### src/rtl/cp_init_pkg.sv
`timescale 1ns/1ps
package cp_init_pkg;

    localparam int EXT_W  = 80;
    localparam int EXP_W  = 15;
    localparam int FRAC_W = 63;

    typedef struct packed {
        logic              sign;
        logic [EXP_W-1:0]  exponent;
        logic              int_bit;
        logic [FRAC_W-1:0] fraction;
    } ext_fp_t;

    typedef enum logic [1:0] {
        ST_START = 2'd0,
        ST_INIT  = 2'd1,
        ST_IDLE  = 2'd2
    } init_state_t;

    function automatic ext_fp_t quiet_nan();
        ext_fp_t v;
        v.sign     = 1'b0;
        v.exponent = '1;
        v.int_bit  = 1'b1;
        v.fraction = '1;
        return v;
    endfunction

endpackage

### src/rtl/cp_rst_sync.sv
`timescale 1ns/1ps
module cp_rst_sync #(
    parameter int STAGES = 2
) (
    input  logic clk,
    input  logic rst_in,
    output logic rst_out
);
    logic [STAGES-1:0] shreg;

    always_ff @(posedge clk or posedge rst_in) begin
        if (rst_in) shreg <= '1;
        else        shreg <= {shreg[STAGES-2:0], 1'b0};
    end

    assign rst_out = shreg[STAGES-1];
endmodule

### src/rtl/cp_init_seq.sv
`timescale 1ns/1ps
module cp_init_seq
    import cp_init_pkg::*;
#(
    parameter int NUM_REGS = 8,
    localparam int IDX_W = $clog2(NUM_REGS)
) (
    input  logic             clk,
    input  logic             rst_sync,
    input  logic             req,
    output logic             active,
    output logic [IDX_W-1:0] cnt,
    output logic             busy,
    output logic             abort
);
    localparam logic [IDX_W-1:0] LAST = IDX_W'(NUM_REGS - 1);

    init_state_t state;
    logic        pend;
    logic        abort_q;

    always_ff @(posedge clk) begin
        if (rst_sync) begin
            state   <= ST_START;
            cnt     <= '0;
            pend    <= 1'b0;
            abort_q <= 1'b0;
        end else begin
            abort_q <= 1'b0;
            unique case (state)
                ST_START: begin
                    state <= ST_INIT;
                    cnt   <= '0;
                    if (req) pend <= 1'b1;
                end
                ST_INIT: begin
                    if (cnt == LAST) begin
                        if (req || pend) begin
                            cnt     <= '0;
                            pend    <= 1'b0;
                            abort_q <= 1'b1;
                        end else begin
                            state <= ST_IDLE;
                        end
                    end else begin
                        cnt <= cnt + 1'b1;
                        if (req) pend <= 1'b1;
                    end
                end
                ST_IDLE: begin
                    if (req) begin
                        state   <= ST_INIT;
                        cnt     <= '0;
                        abort_q <= 1'b1;
                    end
                end
                default: state <= ST_START;
            endcase
        end
    end

    assign active = (state == ST_INIT) && !rst_sync;
    assign busy   = rst_sync || (state != ST_IDLE);
    assign abort  = rst_sync || (state == ST_START) || abort_q;

    AST_ABORT_FIRST: assert property (@(posedge clk) disable iff (rst_sync)
        abort_q |-> (state == ST_INIT && cnt == '0));

    AST_IDX_STEP: assert property (@(posedge clk) disable iff (rst_sync)
        (state == ST_INIT && cnt != LAST) |=> (state == ST_INIT && cnt == $past(cnt) + 1'b1));

    AST_END_IDLE: assert property (@(posedge clk) disable iff (rst_sync)
        (state == ST_INIT && cnt == LAST && !req && !pend) |=> (state == ST_IDLE));

    AST_DEFER: assert property (@(posedge clk) disable iff (rst_sync)
        (state == ST_INIT && req) |=> (pend || (abort_q && cnt == '0)));
endmodule

### src/rtl/cp_init_wport.sv
`timescale 1ns/1ps
module cp_init_wport
    import cp_init_pkg::*;
#(
    parameter int IDX_W = 3
) (
    input  logic             active,
    input  logic [IDX_W-1:0] cnt,
    output logic             we,
    output logic [IDX_W-1:0] idx,
    output logic [EXT_W-1:0] wdata,
    output logic             csr_clr
);
    ext_fp_t nan_val;

    always_comb begin
        nan_val = quiet_nan();
        we      = active;
        idx     = cnt;
        wdata   = nan_val;
        csr_clr = active && (cnt == '0);
    end
endmodule

### src/rtl/cp_init_ctrl.sv
`timescale 1ns/1ps
module cp_init_ctrl
    import cp_init_pkg::*;
#(
    parameter int NUM_REGS    = 8,
    parameter int SYNC_STAGES = 2,
    localparam int IDX_W = $clog2(NUM_REGS)
) (
    input  logic             clk,
    input  logic             hw_rst,
    input  logic             host_rst,
    input  logic             null_restore,
    output logic             busy,
    output logic             seq_abort,
    output logic             fpr_we,
    output logic [IDX_W-1:0] fpr_idx,
    output logic [EXT_W-1:0] fpr_wdata,
    output logic             csr_clr
);
    logic             rst_sync;
    logic             active;
    logic [IDX_W-1:0] cnt;

    cp_rst_sync #(.STAGES(SYNC_STAGES)) u_sync (
        .clk     (clk),
        .rst_in  (hw_rst),
        .rst_out (rst_sync)
    );

    cp_init_seq #(.NUM_REGS(NUM_REGS)) u_seq (
        .clk      (clk),
        .rst_sync (rst_sync),
        .req      (null_restore),
        .active   (active),
        .cnt      (cnt),
        .busy     (busy),
        .abort    (seq_abort)
    );

    cp_init_wport #(.IDX_W(IDX_W)) u_wport (
        .active  (active),
        .cnt     (cnt),
        .we      (fpr_we),
        .idx     (fpr_idx),
        .wdata   (fpr_wdata),
        .csr_clr (csr_clr)
    );

    AST_WE_BUSY: assert property (@(posedge clk) disable iff (rst_sync)
        fpr_we |-> busy);

    AST_HOST_NOEFFECT: assert property (@(posedge clk) disable iff (rst_sync)
        (host_rst && !busy && !null_restore) |=> !busy);

    AST_RESET_NO_WRITE: assert property (@(posedge clk)
        rst_sync |-> (!fpr_we && seq_abort && busy));
endmodule

### config.mk
export PLATFORM = sky130hd
export DESIGN_NAME = cp_init_ctrl
export DESIGN_NICKNAME = d
export VERILOG_FILES = /design/src/rtl/cp_init_pkg.sv /design/src/rtl/cp_rst_sync.sv /design/src/rtl/cp_init_seq.sv /design/src/rtl/cp_init_wport.sv /design/src/rtl/cp_init_ctrl.sv
export SDC_FILE = /design/constraint.sdc
export NUM_CORES = 1
export LEC_CHECK = 0
export BUFFER_PORTS_ARGS = -buffer_cell sky130_fd_sc_hd__clkbuf_2
export CAP_MARGIN = 10
export CORE_ASPECT_RATIO = 1.75
export CORE_UTILIZATION = 31
export DETAILED_ROUTE_END_ITERATION = 6
export PLACE_DENSITY_LB_ADDON = 0.2
export SLEW_MARGIN = 10
export SYNTH_ARGS = -nofsm -noshare
export SYNTH_HDL_FRONTEND = slang
export SYNTH_SLANG_ARGS = --single-unit
### constraint.sdc
create_clock -name clk -period 4.2 [get_ports clk]
set_input_delay 0.84 -clock clk [delete_from_list [all_inputs] [get_ports clk]]
set_output_delay 0.84 -clock clk [all_outputs]
set_load 0.03 [all_outputs]
## Yosys cells after proc, flatten, opt, wreduce, memory -nomap -nowiden

Cells that the tools add are included.

- Register bits after elaboration: 9
- Latch bits: 0
- RAM bits: 0
- Bits in read-only memories: 0
- Bits of input ports: 4
- Output and inout port bits: 87
- Logic and storage cells: 44
- Memories: 0

- Add/subtract/negate cells: 1
- $mul: 0
- Div/mod/pow operators: 0
- $lt $le $gt $ge: 0
- Eq/ne operators: 8
- Shift-type cells: 0
- Muxes and demuxes: 16
- Bitwise operators: 0
- Reduce and logical (&&, ||, !) cells: 14

Operator list:

| kind | number |
|---|---|
| two-way mux 3 bit | 3 |
| case mux 3 bit (3 select lines) | 1 |
| two-way mux 1 bit | 6 |
| two-way mux 2 bit | 3 |
| != test 2 bit, second input constant | 3 |
| case mux 2 bit (3 select lines) | 1 |
| AND reduction 3 bit | 2 |
| logical OR 1 bit | 4 |
| case mux 1 bit (2 select lines) | 2 |
| adder 3 x 1 -> 3 bit, second input constant | 1 |
| == test 3 bit, second input constant | 1 |
| logical NOT 3 bit | 1 |
| != test 3 bit, second input constant | 1 |
| nonzero test 3 bit | 1 |
| == test 2 x 1 -> 1 bit, second input constant | 1 |
| == test 2 bit, second input constant | 1 |
| logical AND 1 bit | 2 |
| logical NOT 2 bit | 1 |
| != test 2 x 1 -> 1 bit, second input constant | 1 |
| AND reduction 2 bit | 1 |
| nonzero test 2 bit | 1 |
| logical NOT 1 bit | 1 |

## Depth between registers and ports, before layout

- Depth after elaboration: 4
- Depth in mapped cells: 5
- Gate-level depth less buffers: 5

## Modules after synthesis

Synthesis repeated with hierarchy kept, for this count alone.

- Cell total of the unflattened synthesis: 141
- Area total of the unflattened synthesis: 1,184.9 µm²

Modules (own cells, without submodules):

| module | times used | cells each | area an instance (µm²) | sequential area each (µm²) |
|---|---|---|---|---|
| cp_init_wport | 1 | 87 | 653.1 | 0.0 |
| cp_init_seq | 1 | 50 | 471.7 | 140.1 |
| cp_rst_sync | 1 | 4 | 60.1 | 52.6 |

## Worst setup path after synthesis

No wires, ideal clock.

- Path type: flip-flop to output port
- From: register u_seq.state[1]
- To: output port csr_clr
- Data arrival time: 1.643 ns
- Data required time: 3.360 ns
- Slack: 1.717 ns
- Stages on the path, launching flop included: 5
- Buffers on the path: 0
- Path through: dfxtp_1 -> inv_1 -> ha_1 -> nor2b_1 -> and3b_1

- Cells in the longest elaborated chain, start to end: 3

RTL lines:

| item | line | RTL |
|---|---|---|
| from (decl) | cp_init_seq.sv:18 | `init_state_t state;` |
| from (signal assigned) | cp_init_seq.sv:24 | `state <= ST_START;` |
| from (signal assigned) | cp_init_seq.sv:32 | `state <= ST_INIT;` |
| from (signal assigned) | cp_init_seq.sv:43 | `state <= ST_IDLE;` |
| == test 2 x 1 -> 1 bit | cp_init_seq.sv:62 | `assign active = (state == ST_INIT) && !rst_sync;` |
| logical AND 1 bit | cp_init_seq.sv:62 |  |
| net fpr_we | cp_init_ctrl.sv:15 | `output logic fpr_we,` |
| logical AND 1 bit | cp_init_wport.sv:21 | `csr_clr = active && (cnt == '0);` |
| to (decl) | cp_init_ctrl.sv:18 | `output logic csr_clr` |

The timed path passes the listed nets, and every way through them passes these cells.

## Final worst setup path

- From: register u_seq.state[1]
- To: output port csr_clr

- Cells in the longest elaborated chain, start to end: 3

RTL lines:

| item | line |
|---|---|
| == test 2 x 1 -> 1 bit | cp_init_seq.sv:62 |
| logical AND 1 bit | cp_init_seq.sv:62 |
| logical AND 1 bit | cp_init_wport.sv:21 |

No other way between the ends.

==> results.tsv <==
metric	value	unit
status	complete, no violations	
yosysSeqAreaShare	16.8	%
end_kind	output pin	
setup_tns	0	ns
grt_pass1_wl	2160	um
start_util	33.0	%
final_hold_viol_count	0	
cts_buffer_depth	2	
final_cell_mix	81 x conb_1, 9 x clkbuf_2, 7 x inv_1, 7 x ha_1, 7 x dfxtp_1	
post_cts.repair.setup_buffers	0	
critPathLaunchType	register	
yosys.area.top_type_share	52.4	%
rsz0062_at_grt	false	
antenna_left	0	
synth_seq_cells	9	
dieArea	3950	sq um
netlist_area	1150	sq um
yosysTopAreaCell	buf_4	
n_antenna_cell	0	
worstPathArrival	1.68	ns
drcViolationCount	0	
grt_max_degree	10	
cts_tree	built	
cts.clk_slew.worst_paths	0.05	ns
drive_gt1_share	11.4	%
avgRoutedWirePerCell	7.86	um
synth_ff_type	dfxtp_1	
vias	659	
grt_pass1_vias	510	
fin_skew	0.00327	ns
setup_viol	0	
cts-root-buf	clkbuf_8	
synth-edff-count	0	
cts_buffers	3	
postSynthCellCount	138	
port_buffers	9	
clk_latency	0.23	ns
vias_per_cell	3.40	
period_share	60.0	%
ir_worst_vdd	0.146	mV
r2r_slack	2.53	ns
final_common_cell	conb_1	
hold_path.startpoint	u_sync.shreg[0]	
yosysWarnings	0	
htree_levels	1	
max_freq	397	MHz
synth.area.top_cells	buf_4 52%, dfxtp_1 12%, ha_1 7.6%	
die_h	82.4	um
timing.final.crit_period	2.52	ns
syn_avg_cell_area	8.31	sq um
cp_data_required_time	3.36	ns
async_reset_ff_share	22.2	%
drt_iter0_markers	11	
routabilityCongestion	0.809	
crit_fanout	9	
layout.nets	161	
maxCapViolations	0	
p_comb_share	48.5	%
row_count	28	
die_x	48.0	um
cts_hold_buf	0	
antenna_found_initial	0	
p_per_area	418	nW/um^2
grt-ovfl-total	0	
p_sw	0.209	mW
r2r-start	u_seq.cnt[1]	
cp-startpoint	u_seq.state[1]	
num_io_pins	91	
p_clk_share	25.0	%
hp-class	reg -> reg	
finalMaxSlewViolations	0	
internal_power	0.204	mW
drt-pass1-iter-count	4	
clock_sinks	9	
dpl.hpwl	1290	um
coreArea	3470	sq um
leakage	0.540	nW
synth.distinct_cells	28	
sequentialPowerShare	26.6	%
postCtsResizedCells	0	
syn2layout_area_growth	-14.1	%
whs	0.358	ns
swShare	50.6	%
wirelength	1520	um
crit_type	reg -> out	
track_usage	7.61	%
## metal layers
| metal | vias up | track usage, % | wire length (um) |
|---|---|---|---|
| met5 | - | 0 | 0 |
| met1 | 290 | 8.29 | 521 |
| met3 | 5 | 1.96 | 138 |
| met2 | 61 | 12.4 | 830 |
| li1 | 303 | - | - |
| met4 | 0 | 4.72 | 33 |
## worst max-delay path: stages (launching register included)
cell and delay, ns:
dfxtp_1 0.33, inv_1 0.10, ha_1 0.33, nor2b_1 0.30, and3b_1 0.19, clkbuf_2 0.19
## metrics by stage
| stage | utilization (%) | cell area, sq um | total power [mW] | setup WS (ns) | cells |
|---|---|---|---|---|---|
| floorplan | - | 1440 | 0.338 | 1.72 | 217 |
| global placement | 27.1 | 940 | 0.309 | 1.96 | 190 |
| detailed placement | 27.1 | 940 | 0.310 | 1.90 | 190 |
| CTS | 28.4 | 985 | 0.416 | 1.65 | 194 |
| global route | 28.4 | 985 | 0.440 | 1.51 | 194 |
| finish | 28.4 | 985 | 0.412 | 1.68 | 194 |
## power by group through the flow
| stage | registers, mW | clock network, mW | logic (mW) |
|---|---|---|---|
| floorplan | 0.114 | 0 | 0.225 |
| global placement | 0.110 | 0 | 0.198 |
| detailed placement | 0.111 | 0 | 0.199 |
| CTS | 0.110 | 0.107 | 0.200 |
| global route | 0.111 | 0.109 | 0.220 |
| finish | 0.110 | 0.103 | 0.200 |
## synthesized netlist by cell type (2+ instances only)
library cell,number
conb_1,2
ha_1,7
nand2b_1,3
dfstp_2,2
o311ai_0,2
nand3_1,2
o21ai_0,3
nor2b_1,2
buf_4,80
nand2_1,4
nor2_1,2
inv_1,7
dfxtp_1,7
## kinds of logic (layout without fill, tap and decap cells)
family	Yosys count	after routing	synth area share (%)
other	2	81	0.655
DFF	9	9	16.8
buffers and inverters	88	20	55.0
and+or+nand+nor	18	18	10.5
AOI/OAI and AO/OA	13	13	8.51
adders and majority gates	7	7	7.64
muxes	1	1	0.873
## worst paths after layout
| path | end | depth (start not counted) |
|---|---|---|
| worst max-delay path | csr_clr | 5 |
| max in group asynchronous | u_sync.shreg[1] | 2 |
| worst max register to register | u_seq.cnt[1] | 5 |
| min in group asynchronous | u_sync.shreg[0] | 2 |
| worst min register to register | u_sync.shreg[1] | 0 |
| worst min-delay path | u_sync.shreg[1] | 0 |
## state kept, by name, indices dropped and copies added (netlist names)
register	cells
u_sync.shreg	2
u_seq.state	2
u_seq.abort_q	1
u_seq.pend	1
u_seq.cnt	3
## cell type report
class	count	area (sq um)
clock buffer	4	45.0
tap	45	56.3
multi-input combinational	120	619
timing repair buffer	9	45.0
sequential	9	193
inverter	7	26.3
fill	404	2480
Power figures use the tool's default switching activity.
